### config.mk
export PLATFORM = sky130hd
export DESIGN_NAME = rst_filter_seq
export DESIGN_NICKNAME = d
export VERILOG_FILES = /design/src/rtl/rstseq_pkg.sv /design/src/rtl/rst_pin_sync.sv /design/src/rtl/rst_seq_fsm.sv /design/src/rtl/rst_filter_seq.sv
export SDC_FILE = /design/constraint.sdc
export NUM_CORES = 1
export LEC_CHECK = 0
export BUFFER_PORTS_ARGS = -buffer_cell sky130_fd_sc_hd__clkbuf_2
export CORE_AREA = 2 2 58 49
export DETAILED_ROUTE_END_ITERATION = 7
export DIE_AREA = 0 0 60 51
export HOLD_SLACK_MARGIN = 0.08
export PLACE_DENSITY_LB_ADDON = 0.08
export SYNTH_ARGS = -nofsm -noshare
export SYNTH_HDL_FRONTEND = slang
export SYNTH_SLANG_ARGS = --single-unit
export TNS_END_PERCENT = 20
### constraint.sdc
create_clock -name clk -period 2.45 [get_ports clk]
set_input_delay 0.3675 -clock clk [delete_from_list [all_inputs] [get_ports clk]]
set_output_delay 0.3675 -clock clk [all_outputs]
set_load 0.02 [all_outputs]
### src/rtl/rstseq_pkg.sv
package rstseq_pkg;
    typedef enum logic [2:0] {
        ST_RUN  = 3'd0,
        ST_QUAL = 3'd1,
        ST_HOLD = 3'd2,
        ST_WAIT = 3'd3,
        ST_DONE = 3'd4
    } seq_state_t;
endpackage

### src/rtl/rst_pin_sync.sv
module rst_pin_sync #(
    parameter int STAGES = 2
) (
    input  logic clk,
    input  logic pin_n,
    output logic pin_n_sync
);
    // Power-up value is "pin released" so nothing starts in reset.
    logic [STAGES-1:0] chain = '1;

    generate
        if (STAGES == 1) begin : g_single
            always_ff @(posedge clk) chain[0] <= pin_n;
        end else begin : g_multi
            always_ff @(posedge clk) chain <= {chain[STAGES-2:0], pin_n};
        end
    endgenerate

    assign pin_n_sync = chain[STAGES-1];
endmodule

### src/rtl/rst_seq_fsm.sv
module rst_seq_fsm
    import rstseq_pkg::*;
#(
    parameter int ACCEPT_LOW = 5,
    parameter int MIN_HOLD   = 18
) (
    input  logic clk,
    input  logic pin_n_sync,
    output logic core_rst,
    output logic rst_done
);
    localparam int CNT_MAX = (ACCEPT_LOW > MIN_HOLD) ? ACCEPT_LOW : MIN_HOLD;
    localparam int CNT_W   = $clog2(CNT_MAX + 1);
    localparam logic [CNT_W-1:0] ACC_LAST = CNT_W'(ACCEPT_LOW - 1);
    localparam logic [CNT_W-1:0] HOLD_END = CNT_W'(MIN_HOLD);

    seq_state_t       state_q = ST_RUN;
    seq_state_t       state_d;
    logic [CNT_W-1:0] cnt_q = '0;
    logic [CNT_W-1:0] cnt_d;

    // State register
    always_ff @(posedge clk) begin
        state_q <= state_d;
        cnt_q   <= cnt_d;
    end

    // Next state
    always_comb begin
        state_d = state_q;
        cnt_d   = cnt_q;
        unique case (state_q)
            ST_RUN: begin
                if (!pin_n_sync) begin
                    state_d = ST_QUAL;
                    cnt_d   = CNT_W'(1);
                end
            end
            ST_QUAL: begin
                if (pin_n_sync) begin
                    state_d = ST_RUN;
                    cnt_d   = '0;
                end else if (cnt_q == ACC_LAST) begin
                    state_d = ST_HOLD;
                    cnt_d   = CNT_W'(1);
                end else begin
                    cnt_d = cnt_q + 1'b1;
                end
            end
            ST_HOLD: begin
                if (cnt_q == HOLD_END) begin
                    state_d = pin_n_sync ? ST_DONE : ST_WAIT;
                    cnt_d   = '0;
                end else begin
                    cnt_d = cnt_q + 1'b1;
                end
            end
            ST_WAIT: begin
                if (pin_n_sync) state_d = ST_DONE;
            end
            ST_DONE: begin
                state_d = ST_RUN;
                cnt_d   = '0;
            end
            default: begin
                state_d = ST_RUN;
                cnt_d   = '0;
            end
        endcase
    end

    // Outputs
    always_comb begin
        core_rst = 1'b0;
        rst_done = 1'b0;
        unique case (state_q)
            ST_HOLD, ST_WAIT: core_rst = 1'b1;
            ST_DONE:          rst_done = 1'b1;
            default: ;
        endcase
    end

    // ---------------- checks ----------------
    logic             chk_live = 1'b0;
    logic [CNT_W-1:0] low_run  = '0;
    logic [CNT_W-1:0] rst_len  = '0;

    always_ff @(posedge clk) begin
        chk_live <= 1'b1;
        if (pin_n_sync)                              low_run <= '0;
        else if (low_run != CNT_W'(ACCEPT_LOW))      low_run <= low_run + 1'b1;
        if (!core_rst)                               rst_len <= '0;
        else if (rst_len != HOLD_END)                rst_len <= rst_len + 1'b1;
    end

    a_r3_latch_after_filter: assert property (@(posedge clk) disable iff (!chk_live)
        $rose(core_rst) |-> (low_run == CNT_W'(ACCEPT_LOW)));

    a_r4_min_hold: assert property (@(posedge clk) disable iff (!chk_live)
        $fell(core_rst) |-> (rst_len == HOLD_END));

    a_r5_pin_low_keeps_reset: assert property (@(posedge clk) disable iff (!chk_live)
        (core_rst && !pin_n_sync) |=> core_rst);

    a_r6_done_after_fall: assert property (@(posedge clk) disable iff (!chk_live)
        $fell(core_rst) |-> rst_done);

    a_r6_done_single: assert property (@(posedge clk) disable iff (!chk_live)
        rst_done |=> !rst_done);
endmodule

### src/rtl/rst_filter_seq.sv
module rst_filter_seq #(
    parameter int          SYNC_STAGES = 2,
    parameter int          ACCEPT_LOW  = 5,
    parameter int          MIN_HOLD    = 18,
    parameter int          ADDR_W      = 16,
    parameter logic [15:0] START_ADDR  = 16'h000C
) (
    input  logic              clk,
    input  logic              ext_rst_n,
    output logic              core_rst,
    output logic              rst_done,
    output logic [ADDR_W-1:0] start_addr
);
    logic pin_n_sync;

    rst_pin_sync #(.STAGES(SYNC_STAGES)) u_sync (
        .clk        (clk),
        .pin_n      (ext_rst_n),
        .pin_n_sync (pin_n_sync)
    );

    rst_seq_fsm #(.ACCEPT_LOW(ACCEPT_LOW), .MIN_HOLD(MIN_HOLD)) u_fsm (
        .clk        (clk),
        .pin_n_sync (pin_n_sync),
        .core_rst   (core_rst),
        .rst_done   (rst_done)
    );

    assign start_addr = ADDR_W'(START_ADDR);
endmodule

# Word-level counts from Yosys, hierarchy flattened
# Cells that the tools add are included.
[word_totals] inputBits=2 wordCells=33 out_inout_bits=18 register_bits=10
[op_classes] eq_ne=10 n_addsub=1 n_bitwise=1 muxes=14 reduce_logical=4
[op_table] operator="$mux 5" count=4
[op_table] operator="$pmux 5 s4" count=1
[op_table] operator="$mux 3" count=6
[op_table] operator="$pmux 3 s4" count=1
[op_table] operator="$eq 3x2->1 const B" count=2
[op_table] operator="$add 5x1->5 const B" count=1
[op_table] operator="$eq 5x3->1 const B" count=1
[op_table] operator="$eq 5x5->1 const B" count=1
[op_table] operator="$ne 2x2->1 const B" count=2
[op_table] operator="$reduce_and 4->1" count=1
[op_table] operator="$eq 3x1->1 const B" count=1
[op_table] operator="$eq 3x3->1 const B" count=1
[op_table] operator="$logic_not 3->1" count=1
[op_table] operator="$ne 3x2->1 const B" count=1
[op_table] operator="$mux 1" count=2
[op_table] operator="$ne 2x1->1 const B" count=1
[op_table] operator="$reduce_and 2->1" count=1
[op_table] operator="$reduce_or 2->1" count=1
[op_table] operator="$not 1->1" count=1

# Logic depth before layout (Yosys ltp)
[logic_depth] ltp_word=4 mapped_depth=5 ltp_nobuf=5

# Cells and area by module
# From an unflattened synthesis, not the netlist that was laid out.
[hier_totals] hier_cells=71 hier_area_um2=705.7
[by_module_without_submodules] module="rst_seq_fsm" seq_area_each_um2=240.2 cells_per_inst=51 n_inst=1 area_per_inst_um2=538.0
[by_module_without_submodules] module="rst_filter_seq" seq_area_each_um2=0.0 cells_per_inst=18 n_inst=1 area_per_inst_um2=127.6
[by_module_without_submodules] module="rst_pin_sync" seq_area_each_um2=40.0 cells_per_inst=2 n_inst=1 area_per_inst_um2=40.0

# Least setup slack after synthesis
# Ideal clock, no wire load.
[synth_timing] path_kind="flip-flop to flip-flop" startpoint="reg u_fsm.cnt_q[0]" endpoint="reg u_fsm.state_q[0], enable pin" synth_period_minus_slack_ps=1576 path_buffers=0 t_required_ps=2181 setup_slack_ps=874 setup_time_ps=269 arrival_time_ps=1307 stages_incl_launch_ff=6 path_cell_list="edfxtp_1 > inv_1 > ha_1 > and4bb_1 > a2111oi_0 > a21oi_1"
[synth_between] elab_chain_len=3 word_cells_on_any_way=5 classes_between="eq/ne (4); reduce/logical (1)"
[synth_lines] item="from (decl)" line_no="rst_seq_fsm.sv:19" rtl="logic [CNT_W-1:0] cnt_q = '0;"
[synth_lines] item="from (signal assigned)" line_no="rst_seq_fsm.sv:25" rtl="cnt_q <= cnt_d;"
[synth_lines] item="$eq 5x3->1 / $eq 5x5->1 (equally long branches)" line_no="rst_seq_fsm.sv:43, rst_seq_fsm.sv:51"
[synth_lines] item="$ne 3x2->1 (no line) / $ne 2x1->1 (equally long branches)"
[synth_lines] item="$reduce_and 4->1 (no line) (*)"
[synth_lines] item="to (signal assigned)" line_no="rst_seq_fsm.sv:24" rtl="state_q <= state_d;"
[synth_lines] item="to (decl)" line_no="rst_seq_fsm.sv:17" rtl="seq_state_t state_q = ST_RUN;"
# Mark *: on every way between the ends. The rest lies on a longest branch, timed or not.
# A chain may end at the register's enable or synchronous reset.

# Final worst setup path
# Same ends and word-level chain as after synthesis.

==> metrics.txt <==
# TYPE chip_impl_metric gauge
chip_impl_metric{name="max_clock_freq",unit="MHz"} 572.1
chip_impl_metric{name="postSynthAreaPerCell",unit="sq um"} 10.24
chip_impl_metric{name="synth.ff_latch_count",unit=""} 10
chip_impl_metric{name="synth_seq_area_share",unit="%"} 38.55
chip_impl_metric{name="final_report_setup_violation_count",unit=""} 0
chip_impl_metric{name="static-leakage-power",unit="nW"} 0.3031
chip_impl_metric{name="final.setup.tns",unit="ns"} 0
chip_impl_metric{name="sequentialPowerShare",unit="%"} 45.1
chip_impl_metric{name="worstPathMaxFanout",unit=""} 3
chip_impl_info{name="cp_cell_sequence",value="inv_1 > ha_1 > and4bb_1 > a2111oi_0 > a21oi_1"} 1
chip_impl_info{name="crit_slowest_cell",value="sky130_fd_sc_hd__a2111oi_0"} 1
chip_impl_info{name="crit_path_start_kind",value="flop"} 1
chip_impl_info{name="library_cell_occupying_the_most_area_in_the_post_synthesis_netlist",value="sky130_fd_sc_hd__edfxtp_1"} 1
chip_impl_metric{name="routed_via_density",unit=""} 3.791
chip_impl_metric{name="finalMaxSlewViolations",unit=""} 0
chip_impl_metric{name="peak_supply_drop",unit="uV"} 337.2
chip_impl_info{name="tritoncts",value="built"} 1
chip_impl_metric{name="fillCellCount",unit=""} 277
chip_impl_info{name="launch_instance_of_the_worst_min_delay_path",value="ext_rst_n"} 1
chip_impl_metric{name="share_comb_of_total_power",unit="%"} 37.1
chip_impl_metric{name="core_area",unit="sq um"} 2574
chip_impl_metric{name="netlist_instances",unit=""} 71
chip_impl_metric{name="mean_routed_wirelength_per_cell",unit="um"} 9.155
chip_impl_metric{name="routed-via-count",unit=""} 417
chip_impl_metric{name="postRouteAntennaNets",unit=""} 0
chip_impl_info{name="min_to",value="u_sync.chain[0]$_DFF_P_"} 1
chip_impl_info{name="clockRootBuffer",value="sky130_fd_sc_hd__clkbuf_4"} 1
chip_impl_info{name="synth_top_cells_by_count",value="sky130_fd_sc_hd__buf_4, sky130_fd_sc_hd__edfxtp_1, sky130_fd_sc_hd__nor2_1"} 1
chip_impl_info{name="dominantRegCellSynth",value="sky130_fd_sc_hd__edfxtp_1"} 1
chip_impl_info{name="critPathKind",value="flop to flop"} 1
chip_impl_metric{name="rows",unit=""} 17
chip_impl_metric{name="fin_crit_sh",unit="%"} 71.34
chip_impl_metric{name="postLayoutCoreUtil",unit="%"} 28.54
chip_impl_metric{name="total_power",unit="W"} 0.0008450
chip_impl_metric{name="netlist_area",unit="sq um"} 726.9
chip_impl_metric{name="gpl.final_weighted_congestion",unit=""} 0.6769
chip_impl_metric{name="rr_worst_depth",unit=""} 5
chip_impl_metric{name="layout-area-overhead-vs-synth",unit="%"} 1.033
chip_impl_metric{name="postCtsSetupBuffers",unit=""} 0
chip_impl_metric{name="die_width",unit="um"} 60
chip_impl_metric{name="cts.reportedPaths.clkPinSlew",unit="ns"} 0.07
chip_impl_info{name="synth_top_family_by_area",value="buffers and inverters"} 1
chip_impl_metric{name="postCtsResizedCells",unit=""} 0
chip_impl_metric{name="initial_utilization",unit="%"} 28.25
chip_impl_metric{name="finish.net_count",unit=""} 78
chip_impl_metric{name="io_pins",unit=""} 20
chip_impl_metric{name="p_sw_share",unit="%"} 38.47
chip_impl_info{name="worstHoldPathType",value="input port to flop"} 1
chip_impl_metric{name="die_h",unit="um"} 51
chip_impl_info{name="unrepaired_setup_endpoints_after_global_routing",value="false"} 1
chip_impl_metric{name="timing.reg2reg.setup_slack",unit="ns"} 0.70
chip_impl_metric{name="yosys.area_share.simple",unit="%"} 18.59
chip_impl_info{name="status",value="finished, final reports clean"} 1
chip_impl_metric{name="synth-edff-count",unit=""} 8
chip_impl_metric{name="grt.total_usage",unit="%"} 7.962
chip_impl_metric{name="synth-xor-area-share",unit="%"} 4.819
chip_impl_metric{name="share_clk_of_total_power",unit="%"} 17.8
chip_impl_metric{name="p_switching",unit="W"} 0.0003251
chip_impl_metric{name="worst_ep_arrival",unit="ns"} 1.75
chip_impl_metric{name="n_antenna_cell",unit=""} 0
chip_impl_metric{name="intPower",unit="W"} 0.0005199
chip_impl_metric{name="layout.cells.non_filler",unit=""} 110
chip_impl_metric{name="synth_compound_gate_area_share",unit="%"} 10.50
chip_impl_metric{name="worst_ep_required_time",unit="ns"} 2.45
chip_impl_metric{name="antenna_violations_before_repair",unit=""} 0
chip_impl_metric{name="power-per-cell-area",unit="nW/um^2"} 1150
chip_impl_metric{name="grt_max_degree",unit=""} 13
chip_impl_metric{name="total_of_max_cap_violations",unit=""} 0
chip_impl_metric{name="numPlacedInstances",unit=""} 106
chip_impl_info{name="netlist_top_cells_area",value="sky130_fd_sc_hd__edfxtp_1, sky130_fd_sc_hd__buf_4, sky130_fd_sc_hd__dfxtp_1"} 1
chip_impl_metric{name="finalCriticalPeriod",unit="ns"} 1.748
chip_impl_metric{name="synthesis.yosys.warnings",unit=""} 0
chip_impl_metric{name="wire_length_of_the_first_global_routing_pass",unit="mm"} 1.690
chip_impl_info{name="regToRegEndpoint",value="u_fsm.state_q[0]$_DFFE_PP_"} 1
chip_impl_info{name="yosysMostFrequentCell",value="sky130_fd_sc_hd__buf_4"} 1
chip_impl_metric{name="drt_first_iter_violations",unit=""} 9
chip_impl_metric{name="finalClockSkew",unit="ns"} 0.002674
chip_impl_metric{name="netlist.area_leader.share",unit="%"} 33.05
chip_impl_metric{name="yosys-mux-area-fraction",unit="%"} 0
chip_impl_metric{name="numCtsBuffers",unit=""} 3
chip_impl_metric{name="hold_buffers",unit=""} 0
chip_impl_metric{name="hpwl",unit="um"} 748.5
chip_impl_metric{name="number_of_global_route_vias_before_repair",unit=""} 350
chip_impl_metric{name="htree_levels",unit=""} 1
chip_impl_metric{name="hold_viol_final",unit=""} 0
chip_impl_metric{name="critical-path-max-stage-delay",unit="ns"} 0.43
chip_impl_metric{name="detail_route.first_pass.iterations",unit=""} 3
chip_impl_metric{name="port_buffers",unit=""} 3
chip_impl_info{name="crit-reg2reg-launch",value="u_fsm.cnt_q[0]$_DFFE_PP_"} 1
chip_impl_metric{name="synth-adder-area-share",unit="%"} 5.164
chip_impl_metric{name="clock_tree.buffer_depth",unit=""} 2
chip_impl_metric{name="hold_path_depth",unit=""} 1
chip_impl_metric{name="worst_skew_pair.late_latency",unit="ns"} 0.26
chip_impl_metric{name="drive_above_1_share",unit="%"} 20.83
chip_impl_metric{name="detail_route.drc_violations",unit=""} 0
chip_impl_metric{name="grt_remaining_overflow",unit=""} 0
chip_impl_metric{name="clock-sinks",unit=""} 10
chip_impl_metric{name="fp.dieArea",unit="sq um"} 3060
chip_impl_metric{name="finalWirelength",unit="mm"} 1.007
chip_impl_metric{name="postSynth.asyncResetShare",unit="%"} 0
chip_impl_info{name="critical_path.endpoint_type",value="flop"} 1
chip_impl_metric{name="yosysUniqueCellTypes",unit=""} 31
-- state kept, by name, indices dropped and copies added, names as in the netlist --
register	cells
u_sync.chain	2
u_fsm.state_q	3
u_fsm.cnt_q	5
-- worst max path at each step --
stage | start | end | slack, ns | cells after the start
6_report | u_fsm.cnt_q[0]$_DFFE_PP_ | u_fsm.state_q[0]$_DFFE_PP_ | 0.70 | 5
5_1_grt | u_fsm.cnt_q[0]$_DFFE_PP_ | u_fsm.state_q[0]$_DFFE_PP_ | 0.48 | 5
4_1_cts | u_fsm.cnt_q[0]$_DFFE_PP_ | u_fsm.state_q[0]$_DFFE_PP_ | 0.66 | 5
3_5_place_dp | u_fsm.cnt_q[0]$_DFFE_PP_ | u_fsm.state_q[1]$_DFFE_PP_ | 0.69 | 5
3_3_place_gp | u_fsm.cnt_q[0]$_DFFE_PP_ | u_fsm.state_q[2]$_DFFE_PP_ | 0.66 | 5
2_1_floorplan | u_fsm.cnt_q[0]$_DFFE_PP_ | u_fsm.state_q[0]$_DFFE_PP_ | 0.87 | 5
-- metal layers --
metal / GRT usage [%] / wire length (um)
met1: 9.798 / 505
met5: 0 / 0
met4: 6.667 / 17
met2: 10.69 / 420
met3: 3.038 / 62
-- logic make-up after synthesis --
kind of cell | Yosys count
simple gates | 21
compound gates | 8
flops | 10
fa+ha+maj | 3
buf+inv | 23
xor+xnor | 4
other cells | 2
-- placed cells by master (no fill, tap or decap), drive strengths merged --
cell	Yosys	routed
a21o	1	1
xnor2	2	2
nor3b	1	1
dfxtp	2	2
nor4b	1	1
nor2	7	7
and4bb	2	2
nand2	2	2
conb	2	16
xor2	2	2
o32ai	1	1
inv	3	3
or4b	1	1
edfxtp	8	8
o32a	1	1
clkbuf	3	7
o31a	1	1
nand3	2	2
nor3	1	1
a211oi	1	1
a21oi	2	2
ha	3	3
nor2b	1	1
and2	1	1
nand2b	2	2
a2111oi	1	1
-- stage by stage --
stage               area, sq um  hold WS, ns  setup slack (ns)
floorplan                 779.5       0.3096            0.8739
global placement          698.2       0.3126            0.6611
detailed placement        698.2       0.3153            0.6937
CTS                       734.5       0.1931            0.6624
global route              734.5       0.1806            0.4774
finish                    734.5       0.2021            0.7021
-- worst max-delay path: cells and delay by family, from the launching register on --
| family | cells | cell delay [ns] |
|---|---|---|
| AO/OA/AOI/OAI | 2 | 0.59 |
| flip-flops | 1 | 0.38 |
| AND/OR/NAND/NOR | 1 | 0.23 |
| adder cells (fa/ha/maj) | 1 | 0.19 |
| buffers and inverters | 1 | 0.09 |
-- power groups by stage --
stage	Clock [W]	Combinational [W]	Sequential (W)
after global routing	0.000163	0.000352	0.000399
after global placement	0	0.000329	0.000387
final	0.000150	0.000314	0.000381
after detailed placement	0	0.000317	0.000385
after CTS	0.000156	0.000318	0.000381
after floorplan	0	0.000351	0.000314
-- final cells by class --
cell class	count	area, sq um	area share (%)
multi-input cells	52	344.1	46.85
inverters	3	11.26	1.533
repair buffers	3	15.01	2.044
flip-flops and latches	10	280.3	38.16
clock buffers	4	36.28	4.940
well taps	38	47.55	6.474
Note: power is estimated with default switching activity, not from simulation.
